[config.mk]
export PLATFORM = sky130hd
export DESIGN_NAME = sn_inquiry_resp
export DESIGN_NICKNAME = d
export VERILOG_FILES = /design/src/rtl/sni_pkg.sv /design/src/rtl/sni_cdb_decode.sv /design/src/rtl/sni_filter.sv /design/src/rtl/sni_tx_mux.sv /design/src/rtl/sn_inquiry_resp.sv
export SDC_FILE = /design/constraint.sdc
export NUM_CORES = 1
export LEC_CHECK = 0
export ABC_CLOCK_PERIOD_IN_PS = 6900
export BUFFER_PORTS_ARGS = -buffer_cell sky130_fd_sc_hd__buf_2
export CAP_MARGIN = 25
export CORE_MARGIN = 2
export CORE_UTILIZATION = 50
export CTS_BUF_LIST = sky130_fd_sc_hd__clkbuf_16
export DETAILED_ROUTE_END_ITERATION = 12
export GPL_TIMING_DRIVEN = 0
export PLACE_DENSITY_LB_ADDON = 0.25
export SYNTH_ARGS = -nofsm -noshare
export SYNTH_HDL_FRONTEND = slang
export SYNTH_SLANG_ARGS = --single-unit
[constraint.sdc]
create_clock -name clk_i -period 6.9 [get_ports clk_i]
set_input_delay 0.345 -clock clk_i [delete_from_list [all_inputs] [get_ports clk_i]]
set_output_delay 0.345 -clock clk_i [all_outputs]
set_load 0.1 [all_outputs]
[src/rtl/sni_pkg.sv]
package sni_pkg;
  localparam logic [7:0] OP_INQUIRY = 8'h12;
  localparam logic [7:0] PAGE_SERIAL = 8'h80;
  localparam logic [7:0] PAD_NUL = 8'h00;
  localparam logic [7:0] PAD_SPC = 8'h20;
  localparam int HDR_BYTES = 4;

  typedef enum logic [1:0] {
    ST_IDLE = 2'd0,
    ST_SCAN = 2'd1,
    ST_SEND = 2'd2,
    ST_DONE = 2'd3
  } resp_state_e;
endpackage

[src/rtl/sni_cdb_decode.sv]
module sni_cdb_decode
  import sni_pkg::*;
#(
  parameter int CDB_BYTES = 6,
  parameter int ALLOC_W = 8
) (
  input  logic [8*CDB_BYTES-1:0] cdb_i,
  output logic                   want_sn_o,
  output logic                   bad_page_o,
  output logic [ALLOC_W-1:0]     alloc_o
);
  logic [7:0] opcode, flags, page;
  logic       is_inq, vpd;

  assign opcode = cdb_i[7:0];
  assign flags  = cdb_i[15:8];
  assign page   = cdb_i[23:16];
  assign alloc_o = ALLOC_W'(cdb_i[39:32]);

  assign is_inq = (opcode == OP_INQUIRY);
  assign vpd    = flags[0];

  assign want_sn_o  = is_inq && vpd && (page == PAGE_SERIAL);
  assign bad_page_o = is_inq && ((vpd && page != PAGE_SERIAL) ||
                                 (!vpd && page != 8'h00));

  logic unused_cdb;
  assign unused_cdb = ^{flags[7:1], cdb_i[31:24], cdb_i[8*CDB_BYTES-1:40]};
endmodule

[src/rtl/sni_filter.sv]
module sni_filter
  import sni_pkg::*;
#(
  parameter int SN_LEN = 20,
  parameter int IDX_W = $clog2(SN_LEN),
  parameter int CNT_W = $clog2(SN_LEN + 1)
) (
  input  logic                clk_i,
  input  logic                rst_ni,
  input  logic                start_i,
  output logic [IDX_W-1:0]    addr_o,
  input  logic [7:0]          data_i,
  output logic                last_o,
  output logic [CNT_W-1:0]    cnt_o,
  output logic [8*SN_LEN-1:0] kept_o
);
  logic             run_q;
  logic [IDX_W-1:0] idx_q;
  logic [CNT_W-1:0] cnt_q;
  logic [7:0]       kept_q [SN_LEN];
  logic             keep;

  assign keep   = (data_i != PAD_NUL) && (data_i != PAD_SPC);
  assign last_o = run_q && (idx_q == IDX_W'(SN_LEN - 1));
  assign addr_o = idx_q;
  assign cnt_o  = cnt_q;

  always_ff @(posedge clk_i or negedge rst_ni) begin
    if (!rst_ni) begin
      run_q <= 1'b0;
      idx_q <= '0;
      cnt_q <= '0;
    end else if (start_i) begin
      run_q <= 1'b1;
      idx_q <= '0;
      cnt_q <= '0;
    end else if (run_q) begin
      idx_q <= idx_q + IDX_W'(1);
      if (keep) cnt_q <= cnt_q + CNT_W'(1);
      if (last_o) run_q <= 1'b0;
    end
  end

  // compacting store: kept characters land at the running count
  always_ff @(posedge clk_i or negedge rst_ni) begin
    if (!rst_ni) begin
      for (int i = 0; i < SN_LEN; i++) kept_q[i] <= '0;
    end else if (run_q && keep) begin
      kept_q[cnt_q[IDX_W-1:0]] <= data_i;
    end
  end

  for (genvar g = 0; g < SN_LEN; g++) begin : g_flat
    assign kept_o[8*g +: 8] = kept_q[g];
  end
endmodule

[src/rtl/sni_tx_mux.sv]
module sni_tx_mux
  import sni_pkg::*;
#(
  parameter int SN_LEN = 20,
  parameter int IDX_W = $clog2(SN_LEN),
  parameter int CNT_W = $clog2(SN_LEN + 1),
  parameter int POS_W = 8
) (
  input  logic [POS_W-1:0]    pos_i,
  input  logic [7:0]          hdr_i,
  input  logic [CNT_W-1:0]    cnt_i,
  input  logic [8*SN_LEN-1:0] kept_i,
  output logic [7:0]          data_o
);
  logic [7:0]       kept_arr [SN_LEN];
  logic [POS_W-1:0] off;

  for (genvar g = 0; g < SN_LEN; g++) begin : g_arr
    assign kept_arr[g] = kept_i[8*g +: 8];
  end

  assign off = pos_i - POS_W'(HDR_BYTES);

  always_comb begin
    data_o = 8'h00;
    unique case (pos_i)
      POS_W'(0): data_o = hdr_i;
      POS_W'(1): data_o = PAGE_SERIAL;
      POS_W'(2): data_o = 8'h00;
      POS_W'(3): data_o = 8'(cnt_i);
      default: begin
        if (off < POS_W'(SN_LEN)) data_o = kept_arr[off[IDX_W-1:0]];
      end
    endcase
  end
endmodule

[src/rtl/sn_inquiry_resp.sv]
module sn_inquiry_resp
  import sni_pkg::*;
#(
  parameter int SN_LEN = 20,
  parameter int CDB_BYTES = 6,
  parameter int ALLOC_W = 8,
  localparam int IDX_W = $clog2(SN_LEN),
  localparam int CNT_W = $clog2(SN_LEN + 1),
  localparam int CDB_W = 8 * CDB_BYTES
) (
  input  logic             clk_i,
  input  logic             rst_ni,
  input  logic             cdb_valid_i,
  output logic             cdb_ready_o,
  input  logic [CDB_W-1:0] cdb_i,
  input  logic [2:0]       qual_i,
  input  logic [4:0]       dev_type_i,
  output logic [IDX_W-1:0] sn_addr_o,
  input  logic [7:0]       sn_data_i,
  output logic             tx_valid_o,
  input  logic             tx_ready_i,
  output logic [7:0]       tx_data_o,
  output logic             done_o,
  output logic             illegal_o
);
  resp_state_e state_q;
  logic [ALLOC_W-1:0] alloc_q, pos_q, full_len, total;
  logic [7:0]         hdr_q;
  logic               illegal_q;
  logic               want_sn, bad_page, accept, start, scan_last;
  logic [ALLOC_W-1:0] alloc_d;
  logic [CNT_W-1:0]   kept_cnt;
  logic [8*SN_LEN-1:0] kept;

  sni_cdb_decode #(.CDB_BYTES(CDB_BYTES), .ALLOC_W(ALLOC_W)) u_dec (
    .cdb_i      (cdb_i),
    .want_sn_o  (want_sn),
    .bad_page_o (bad_page),
    .alloc_o    (alloc_d)
  );

  assign accept = cdb_valid_i && (state_q == ST_IDLE);
  assign start  = accept && want_sn;

  sni_filter #(.SN_LEN(SN_LEN)) u_filt (
    .clk_i   (clk_i),
    .rst_ni  (rst_ni),
    .start_i (start),
    .addr_o  (sn_addr_o),
    .data_i  (sn_data_i),
    .last_o  (scan_last),
    .cnt_o   (kept_cnt),
    .kept_o  (kept)
  );

  sni_tx_mux #(.SN_LEN(SN_LEN), .POS_W(ALLOC_W)) u_mux (
    .pos_i  (pos_q),
    .hdr_i  (hdr_q),
    .cnt_i  (kept_cnt),
    .kept_i (kept),
    .data_o (tx_data_o)
  );

  assign full_len = ALLOC_W'(kept_cnt) + ALLOC_W'(HDR_BYTES);
  assign total    = (full_len < alloc_q) ? full_len : alloc_q;

  always_ff @(posedge clk_i or negedge rst_ni) begin
    if (!rst_ni) begin
      state_q   <= ST_IDLE;
      alloc_q   <= '0;
      pos_q     <= '0;
      hdr_q     <= '0;
      illegal_q <= 1'b0;
    end else begin
      unique case (state_q)
        ST_IDLE: begin
          if (accept) begin
            illegal_q <= bad_page;
            if (want_sn) begin
              state_q <= ST_SCAN;
              alloc_q <= alloc_d;
              hdr_q   <= {qual_i, dev_type_i};
            end
          end
        end
        ST_SCAN: begin
          pos_q <= '0;
          // total is zero only when the allocation length is zero
          if (scan_last) state_q <= (alloc_q == '0) ? ST_DONE : ST_SEND;
        end
        ST_SEND: begin
          if (tx_ready_i) begin
            pos_q <= pos_q + ALLOC_W'(1);
            if (pos_q == total - ALLOC_W'(1)) state_q <= ST_DONE;
          end
        end
        ST_DONE: state_q <= ST_IDLE;
        default: state_q <= ST_IDLE;
      endcase
    end
  end

  assign cdb_ready_o = (state_q == ST_IDLE);
  assign tx_valid_o  = (state_q == ST_SEND);
  assign done_o      = (state_q == ST_DONE);
  assign illegal_o   = illegal_q;
endmodule

Word level (Yosys, flattened, before mapping)
Cells that the tools add are included.
{"block": "totals", "input_bits": 68, "elab_cells": 110, "regBits": 198, "out_inout_bits": 17}
{"block": "op_classes", "eq_ne": 17, "addsub": 6, "n_bitwise": 2, "n_lt_le_gt_ge": 5, "n_reduce_logical": 26, "mux": 26}
{"cell": "160-bit bitwise mux", "n": 1}
{"cell": "8-bit 2-to-1 mux", "n": 6}
{"cell": "8-bit binary-select mux with 5-bit select", "n": 1}
{"cell": "8-bit demux with 5-bit select", "n": 1}
{"cell": "8-bit case mux with 4 select lines", "n": 1}
{"cell": "5-bit 2-to-1 mux", "n": 5}
{"cell": "8-bit by 2-bit equality test with 1-bit output, second input constant", "n": 2}
{"cell": "8-bit logical NOT", "n": 2}
{"cell": "8-bit case mux with 2 select lines", "n": 1}
{"cell": "8-bit nonzero test", "n": 2}
{"cell": "6-bit greater-or-equal comparator, second input constant", "n": 2}
{"cell": "5-bit NOT with 6-bit output", "n": 2}
{"cell": "1-bit logical AND", "n": 11}
{"cell": "5-bit by 1-bit adder with 5-bit output, second input constant", "n": 2}
{"cell": "2-bit 2-to-1 mux", "n": 5}
{"cell": "8-bit by 1-bit adder with 8-bit output, second input constant", "n": 1}
{"cell": "8-bit by 1-bit equality test with 1-bit output, second input constant", "n": 1}
{"cell": "8-bit by 5-bit equality test with 1-bit output, second input constant", "n": 1}
{"cell": "8-bit equality test", "n": 1}
{"cell": "8-bit equality test, second input constant", "n": 1}
{"cell": "6-bit by 8-bit less-than comparator with 1-bit output", "n": 1}
{"cell": "8-bit by 5-bit less-than comparator with 1-bit output, second input constant", "n": 1}
{"cell": "2-bit by 1-bit != test with 1-bit output, second input constant", "n": 4}
{"cell": "8-bit by 6-bit != test with 1-bit output, second input constant", "n": 1}
{"cell": "other kinds (18)", "n": 26}

Longest topological paths before layout
{"block": "depth", "word_depth": 8, "mapped_depth": 17, "depth_no_buf": 16}

Hierarchy
From an unflattened synthesis, not the netlist that was laid out.
{"block": "hier_totals", "cells_unflattened": 834, "area_unflattened_um2": 10677.7}
{"module": "sni_filter", "n_inst": 1, "area_per_inst_um2": 6944.2, "seq_area_each_um2": 4279.1, "cells_each": 435}
{"module": "sn_inquiry_resp", "n_inst": 1, "area_per_inst_um2": 1960.6, "seq_area_each_um2": 675.6, "cells_each": 202}
{"module": "sni_tx_mux", "n_inst": 1, "area_per_inst_um2": 1642.8, "seq_area_each_um2": 0.0, "cells_each": 179}
{"module": "sni_cdb_decode", "n_inst": 1, "area_per_inst_um2": 130.1, "seq_area_each_um2": 0.0, "cells_each": 18}

Least setup slack after synthesis
OpenSTA, ideal clock, no wires.
{"block": "synth_path", "kind": "register to output", "start": "register pos_q[1]", "end": "output port tx_data_o[5]", "arrival_time_ns": 4.548, "path_stages_with_launch": 10, "required_time_ns": 6.555, "path_buffers": 4, "slack_ns": 2.007, "path_cell_list": "dfrtp_1 -> clkbuf_1 -> clkbuf_1 -> clkbuf_1 -> inv_1 -> ha_1 -> buf_1 -> o41ai_1 -> nand4_1 -> o21ai_0"}
{"block": "synth_between", "elab_chain_cells": 7, "word_cells_on_any_way": 12, "classes_between": "1 x add/sub; 1 x order compare; 3 x eq/ne; 5 x mux; 1 x bitwise; 1 x reduce/logical"}
{"item": "from (decl)", "line": "sn_inquiry_resp.sv:27", "rtl": "logic [ALLOC_W-1:0] alloc_q, pos_q, full_len, total;"}
{"item": "from (signal assigned)", "line": "sn_inquiry_resp.sv:93", "rtl": "pos_q <= pos_q + ALLOC_W'(1);"}
{"item": "8-bit by 3-bit subtractor with 8-bit output", "line": "sni_tx_mux.sv:22", "rtl": "assign off = pos_i - POS_W'(HDR_BYTES);"}
{"item": "5-bit NOT with 6-bit output (not written as such)", "line": "sni_tx_mux.sv:32", "rtl": "if (off < POS_W'(SN_LEN)) data_o = kept_arr[off[IDX_W-1:0]];"}
{"item": "8-bit binary-select mux with 5-bit select", "line": "sni_tx_mux.sv:32"}
{"item": "8-bit 2-to-1 mux (not written as such) (2 in a row)", "line": "sni_tx_mux.sv:32"}
{"item": "8-bit 2-to-1 mux", "line": "sni_tx_mux.sv:32"}
{"item": "8-bit case mux with 4 select lines *", "line": "sni_tx_mux.sv:26", "rtl": "unique case (pos_i)"}
{"item": "to (decl)", "line": "sn_inquiry_resp.sv:22", "rtl": "output logic [7:0] tx_data_o,"}
Every way passes the cells marked *; elsewhere a longest branch is shown, timed or not. The select of a mux whose other input is x is not followed.

Final worst setup path
{"block": "layout_path", "start": "register pos_q[1]", "end": "output port tx_data_o[6]"}
The elaborated chain is that of the path after synthesis.

==> results.md <==
- Routability-driven placement finished with a final weighted congestion of 0.867.
- In this run the tightest slew margin relative to its limit is 41.6%.
- For the worst flop-to-flop path, the logic depth is 16.
- The worst path uses 75.2% of the clock period.
- STA classifies the critical path startpoint as a flop.
- The first routing iteration left 377 violations.
- The number of filler instances in the final layout is 1566.
- The total clock sinks is 198.
- The worst setup path is captured at a primary output.
- The share of total power dissipated in combinational logic is 19.7%.
- The maximum achievable frequency is 193 MHz.
- The endpoint with the worst hold slack is alloc_q[2].
- The floorplan die area is 21000 µm².
- The final number of hold-violating endpoints is 0.
- The count of final max-slew check failures was 0.
- The netlist area before placement is 9930 µm².
- Global routing used 23.7% of the available tracks across all layers.
- In this run switching power makes up 31.7% of total power.
- The antenna diode count is 0.
- The power density normalized to cell area is 237 nW/µm².
- The clock arrives with 0.0112 ns of skew.
- The number of remaining DRC errors is 0.
- After clock tree synthesis, the repair step resized 0 gates.
- The post-CTS setup repair buffer count is 0.
- The number of instances in the synthesized netlist is 742.
- After clock tree synthesis, the clock-pin slew on the worst setup and hold paths is 0.07 ns.
- The slowest stage of the critical path is the sky130_fd_sc_hd__clkbuf_1 cell.
- The critical path class is reg2out.
- The post-route minimum period is 5.19 ns.
- The I/O pin count is 85.
- In the final layout, the multi-input gates occupy 4690 µm².
- The required time reported for the critical path endpoint is 6.55 ns.
- The first detailed-routing pass took 5 iterations.
- Across all layers, the routed design uses 6463 vias.
- The critical path goes through clkbuf_1 > clkbuf_1 > clkbuf_1 > inv_1 > ha_1 > buf_1 > o41ai_1 > nand4_1 > o21ai_0 > buf_2.
- Of the synthesized area, sequential elements account for 49.9%.
- In this run the worst path has a maximum fanout of 10.
- Across the run, the number of max-cap violations was 0.
- The final core utilization is 57.3%.
- The number of global-route vias before repair is 6736.
- Counting stages on the worst path, the most repeated cell is sky130_fd_sc_hd__clkbuf_1.
- After the last flow step, the layout net total stands at 915.
- The flow ran to the end, and the final reports show no timing, DRC or antenna violations.
- The class of the tightest hold or removal check is in2reg.
- Across the VDD grid, the largest voltage drop is 209 µV.
- Averaged over all synthesized cells, the footprint is 13.4 µm².
- Sorting the synthesized cells by area gives the leading types as sky130_fd_sc_hd__dfrtp_1, sky130_fd_sc_hd__mux2_1, sky130_fd_sc_hd__mux4_2.
- Synthesis inferred 198 register bits.
- The setup slack at placement is 2.21 ns.
- The post-placement cell area is 10600 µm².
- Setup slack on the critical path of the routed design comes to 1.71 ns.
- The wire length per cell is 21.7 µm.
- The internal power of the cells totals 1.81 mW.
- The initial utilization of the core area, before any placement, comes to 51.0%.
- The post-route netlist has 25.1% of its cells at a drive strength greater than 1.
- The data arrival time of the critical path is 4.84 ns.
- The worst hold path was traced through 3 stages.
- Clock latency on the worst-skew pair, taken at its later pin, is 0.44 ns.
- On the worst path, the slowest cell contributes a delay of 0.64 ns.
- The register-to-register path setup slack is 2.85 ns.
- The number of buffers added by the clock tree synthesis step is 17.
- The CTS root buffer is sky130_fd_sc_hd__clkbuf_16.
- The synthesized netlist net count is 834.
- The area share of the leading cell type in the synthesized netlist is 49.9%.
- In the synthesized netlist the dominant register cell turns out to be sky130_fd_sc_hd__dfrtp_1.
- The synthesis warning total is 0.
- From bottom edge to top edge, the die measures 145 µm.
- The count of unique library cells instantiated by Yosys is 56.
- The horizontal die dimension is 145 µm.
- The H-tree generated during clock tree synthesis spans 4 levels.
- In this run the remaining antenna-violating nets after routing total 0.
- The placed wire-length estimate is 17000 µm.
- Summed over all nets, the switching power comes to 0.840 mW.
- The initial antenna violation count is 0.
- The end of the worst register-to-register path is state_q[1].
- The clock network is responsible for 35.5% of the overall power.
- For this run, asynchronously set or reset flops after synthesis account for 100%.
- Of all cell types, the one taking the most synthesized area is sky130_fd_sc_hd__dfrtp_1.
- The slew of the pin with the lowest slew margin is 0.877 ns.
- The first-pass GRT wire length is 38200 µm.
- The routed design has 23800 µm of wire.
- In this run the tool buffered the top-level ports with 60 buffer cells.
- TritonCTS built the clock tree.
- Row generation in the floorplan step produced 51 rows.
- After detailed routing, the number of vias per cell comes to 5.87.
- Setup repair after global routing left no endpoint under its margin.
- The count of flip-flops with a built-in enable after synthesis is 0.
- The core region is 19500 µm².
- Counting along the longest clock path gives a buffer depth of 2.
- The fraction of power consumed by sequential logic is 44.8%.
- The reported leakage power is 5.45 nW.
- The startpoint identified for the worst hold timing path is cdb_i[34].
- The pin count of the biggest net entering global routing is 117.
- From synthesis to final layout, the design area changed by 12.3%.
- The worst register-to-register path begins at u_filt.cnt_o[4].
- The post-route cell area is 11200 µm².
- Summed over all layers, the global routing overflow is 0.
- Setup total negative slack on the finished layout was measured at 0 ns.
- The area used by sequential logic in the layout is 4950 µm².
- The number of endpoints failing setup at the final stage is 0.
## critical path, delay by kind of cell (launching register included)
| kind | cells | cell delay, ns |
|---|---|---|
| buf+inv | 6 | 2.68 |
| compound gates | 2 | 0.77 |
| simple gates | 1 | 0.34 |
| fa+ha+maj | 1 | 0.23 |
| flops | 1 | 0.38 |
## flip-flops by register name, indices dropped and copies added, names as in the netlist
register,count
u_filt.cnt_o,5
u_filt.kept_o,160
u_filt.run_q,1
hdr_q,8
state_q,2
pos_q,8
u_filt.addr_o,5
alloc_q,8
illegal_o,1
## cells by family (layout without fill, tap and decap cells)
group | count (synthesis) | in the layout | synth area share [%]
multiplexers | 229 | 229 | 31.1
XOR/XNOR | 23 | 23 | 2.18
AO/OA/AOI/OAI | 67 | 67 | 4.64
flip-flops | 198 | 198 | 49.9
AND/OR/NAND/NOR | 133 | 133 | 6.29
adder cells (fa/ha/maj) | 24 | 24 | 3.02
buffers and inverters | 68 | 162 | 2.86
## layout by cell type, fill, tap and decap left out, types with 10 or more instances in the layout
| master | synthesis | layout |
|---|---|---|
| sky130_fd_sc_hd__dfrtp_1 | 198 | 198 |
| sky130_fd_sc_hd__mux2_1 | 115 | 115 |
| sky130_fd_sc_hd__buf_2 | 4 | 63 |
| sky130_fd_sc_hd__nand2_1 | 57 | 57 |
| sky130_fd_sc_hd__mux2_2 | 57 | 57 |
| sky130_fd_sc_hd__mux4_2 | 46 | 46 |
| sky130_fd_sc_hd__clkbuf_1 | 39 | 39 |
| sky130_fd_sc_hd__nor2_1 | 25 | 25 |
| sky130_fd_sc_hd__ha_1 | 24 | 24 |
| sky130_fd_sc_hd__clkbuf_16 | 0 | 17 |
| sky130_fd_sc_hd__inv_1 | 16 | 16 |
| sky130_fd_sc_hd__a22oi_1 | 13 | 13 |
| sky130_fd_sc_hd__xnor2_1 | 12 | 12 |
| sky130_fd_sc_hd__a21oi_1 | 10 | 10 |
| sky130_fd_sc_hd__o21ai_0 | 10 | 10 |
| sky130_fd_sc_hd__nor3_1 | 10 | 10 |
| sky130_fd_sc_hd__mux2i_1 | 10 | 10 |
## synth_stat cells (5+ instances only)
master                       n
sky130_fd_sc_hd__a21oi_1    10
sky130_fd_sc_hd__a22oi_1    13
sky130_fd_sc_hd__and2_1      5
sky130_fd_sc_hd__clkbuf_1   39
sky130_fd_sc_hd__dfrtp_1   198
sky130_fd_sc_hd__ha_1       24
sky130_fd_sc_hd__inv_1      16
sky130_fd_sc_hd__mux2_1    115
sky130_fd_sc_hd__mux2_2     57
sky130_fd_sc_hd__mux2i_1    10
sky130_fd_sc_hd__mux4_2     46
sky130_fd_sc_hd__nand2_1    57
sky130_fd_sc_hd__nand3_1     9
sky130_fd_sc_hd__nor2_1     25
sky130_fd_sc_hd__nor3_1     10
sky130_fd_sc_hd__nor3b_1     6
sky130_fd_sc_hd__o21ai_0    10
sky130_fd_sc_hd__o21ai_1     6
sky130_fd_sc_hd__o22ai_1     8
sky130_fd_sc_hd__xnor2_1    12
sky130_fd_sc_hd__xor2_1      9
## what timing repair did
| action | CTS | global route |
|---|---|---|
| hold endpoints to repair | 82 | 0 |
| hold buffers | 1 | 0 |
| endpoints found under the setup margin | 0 | 0 |
## power groups by stage
stage               Sequential, mW  Clock, mW  Combinational [mW]
finish                        1.19      0.941               0.522
global route                  1.19       1.01               0.564
CTS                           1.19      0.960               0.528
detailed placement            1.21          0               0.527
global placement              1.21          0               0.513
floorplan                     1.21          0               0.382
## layout make-up
class / count / share of cell area, %
multi-input cells: 476 / 42.1
plain buffers: 48 / 1.87
inverters: 20 / 0.673
repair buffers: 62 / 3.12
flip-flops and latches: 198 / 44.4
clock buffers: 17 / 3.82
clock inverters: 15 / 1.05
well taps: 265 / 2.97
## worst max-delay path by stage
stage | start | slack (ns) | end | depth (start not counted)
after floorplan | pos_q[1] | 2.01 | tx_data_o[5] | 9
after global placement | pos_q[1] | 2.32 | tx_data_o[5] | 10
after detailed placement | pos_q[1] | 2.21 | tx_data_o[5] | 10
after CTS | pos_q[1] | 1.71 | tx_data_o[5] | 10
after global routing | pos_q[1] | 1.46 | tx_data_o[5] | 10
final | pos_q[1] | 1.71 | tx_data_o[6] | 10
## metal layers
layer | share of wire, % | wire length [µm] | global-route usage [%] | vias up
met1 | 41 | 9850 | 30.5 | 3360
li1 | - | - | - | 2868
met2 | 51 | 12100 | 40.8 | 206
met4 | 1.8 | 422 | 6.49 | 0
met5 | 0 | 0 | 0 | -
met3 | 6.2 | 1470 | 5.31 | 29
## through the flow
stage	hold slack [ns]	std cells	power (mW)
after global routing	0.109	1101	2.76
after floorplan	0.0494	742	1.59
final	0.111	1101	2.65
after detailed placement	0.385	1068	1.74
after CTS	0.0958	1101	2.67
after global placement	0.459	1067	1.72
Note: power is estimated with default switching activity, not from simulation.
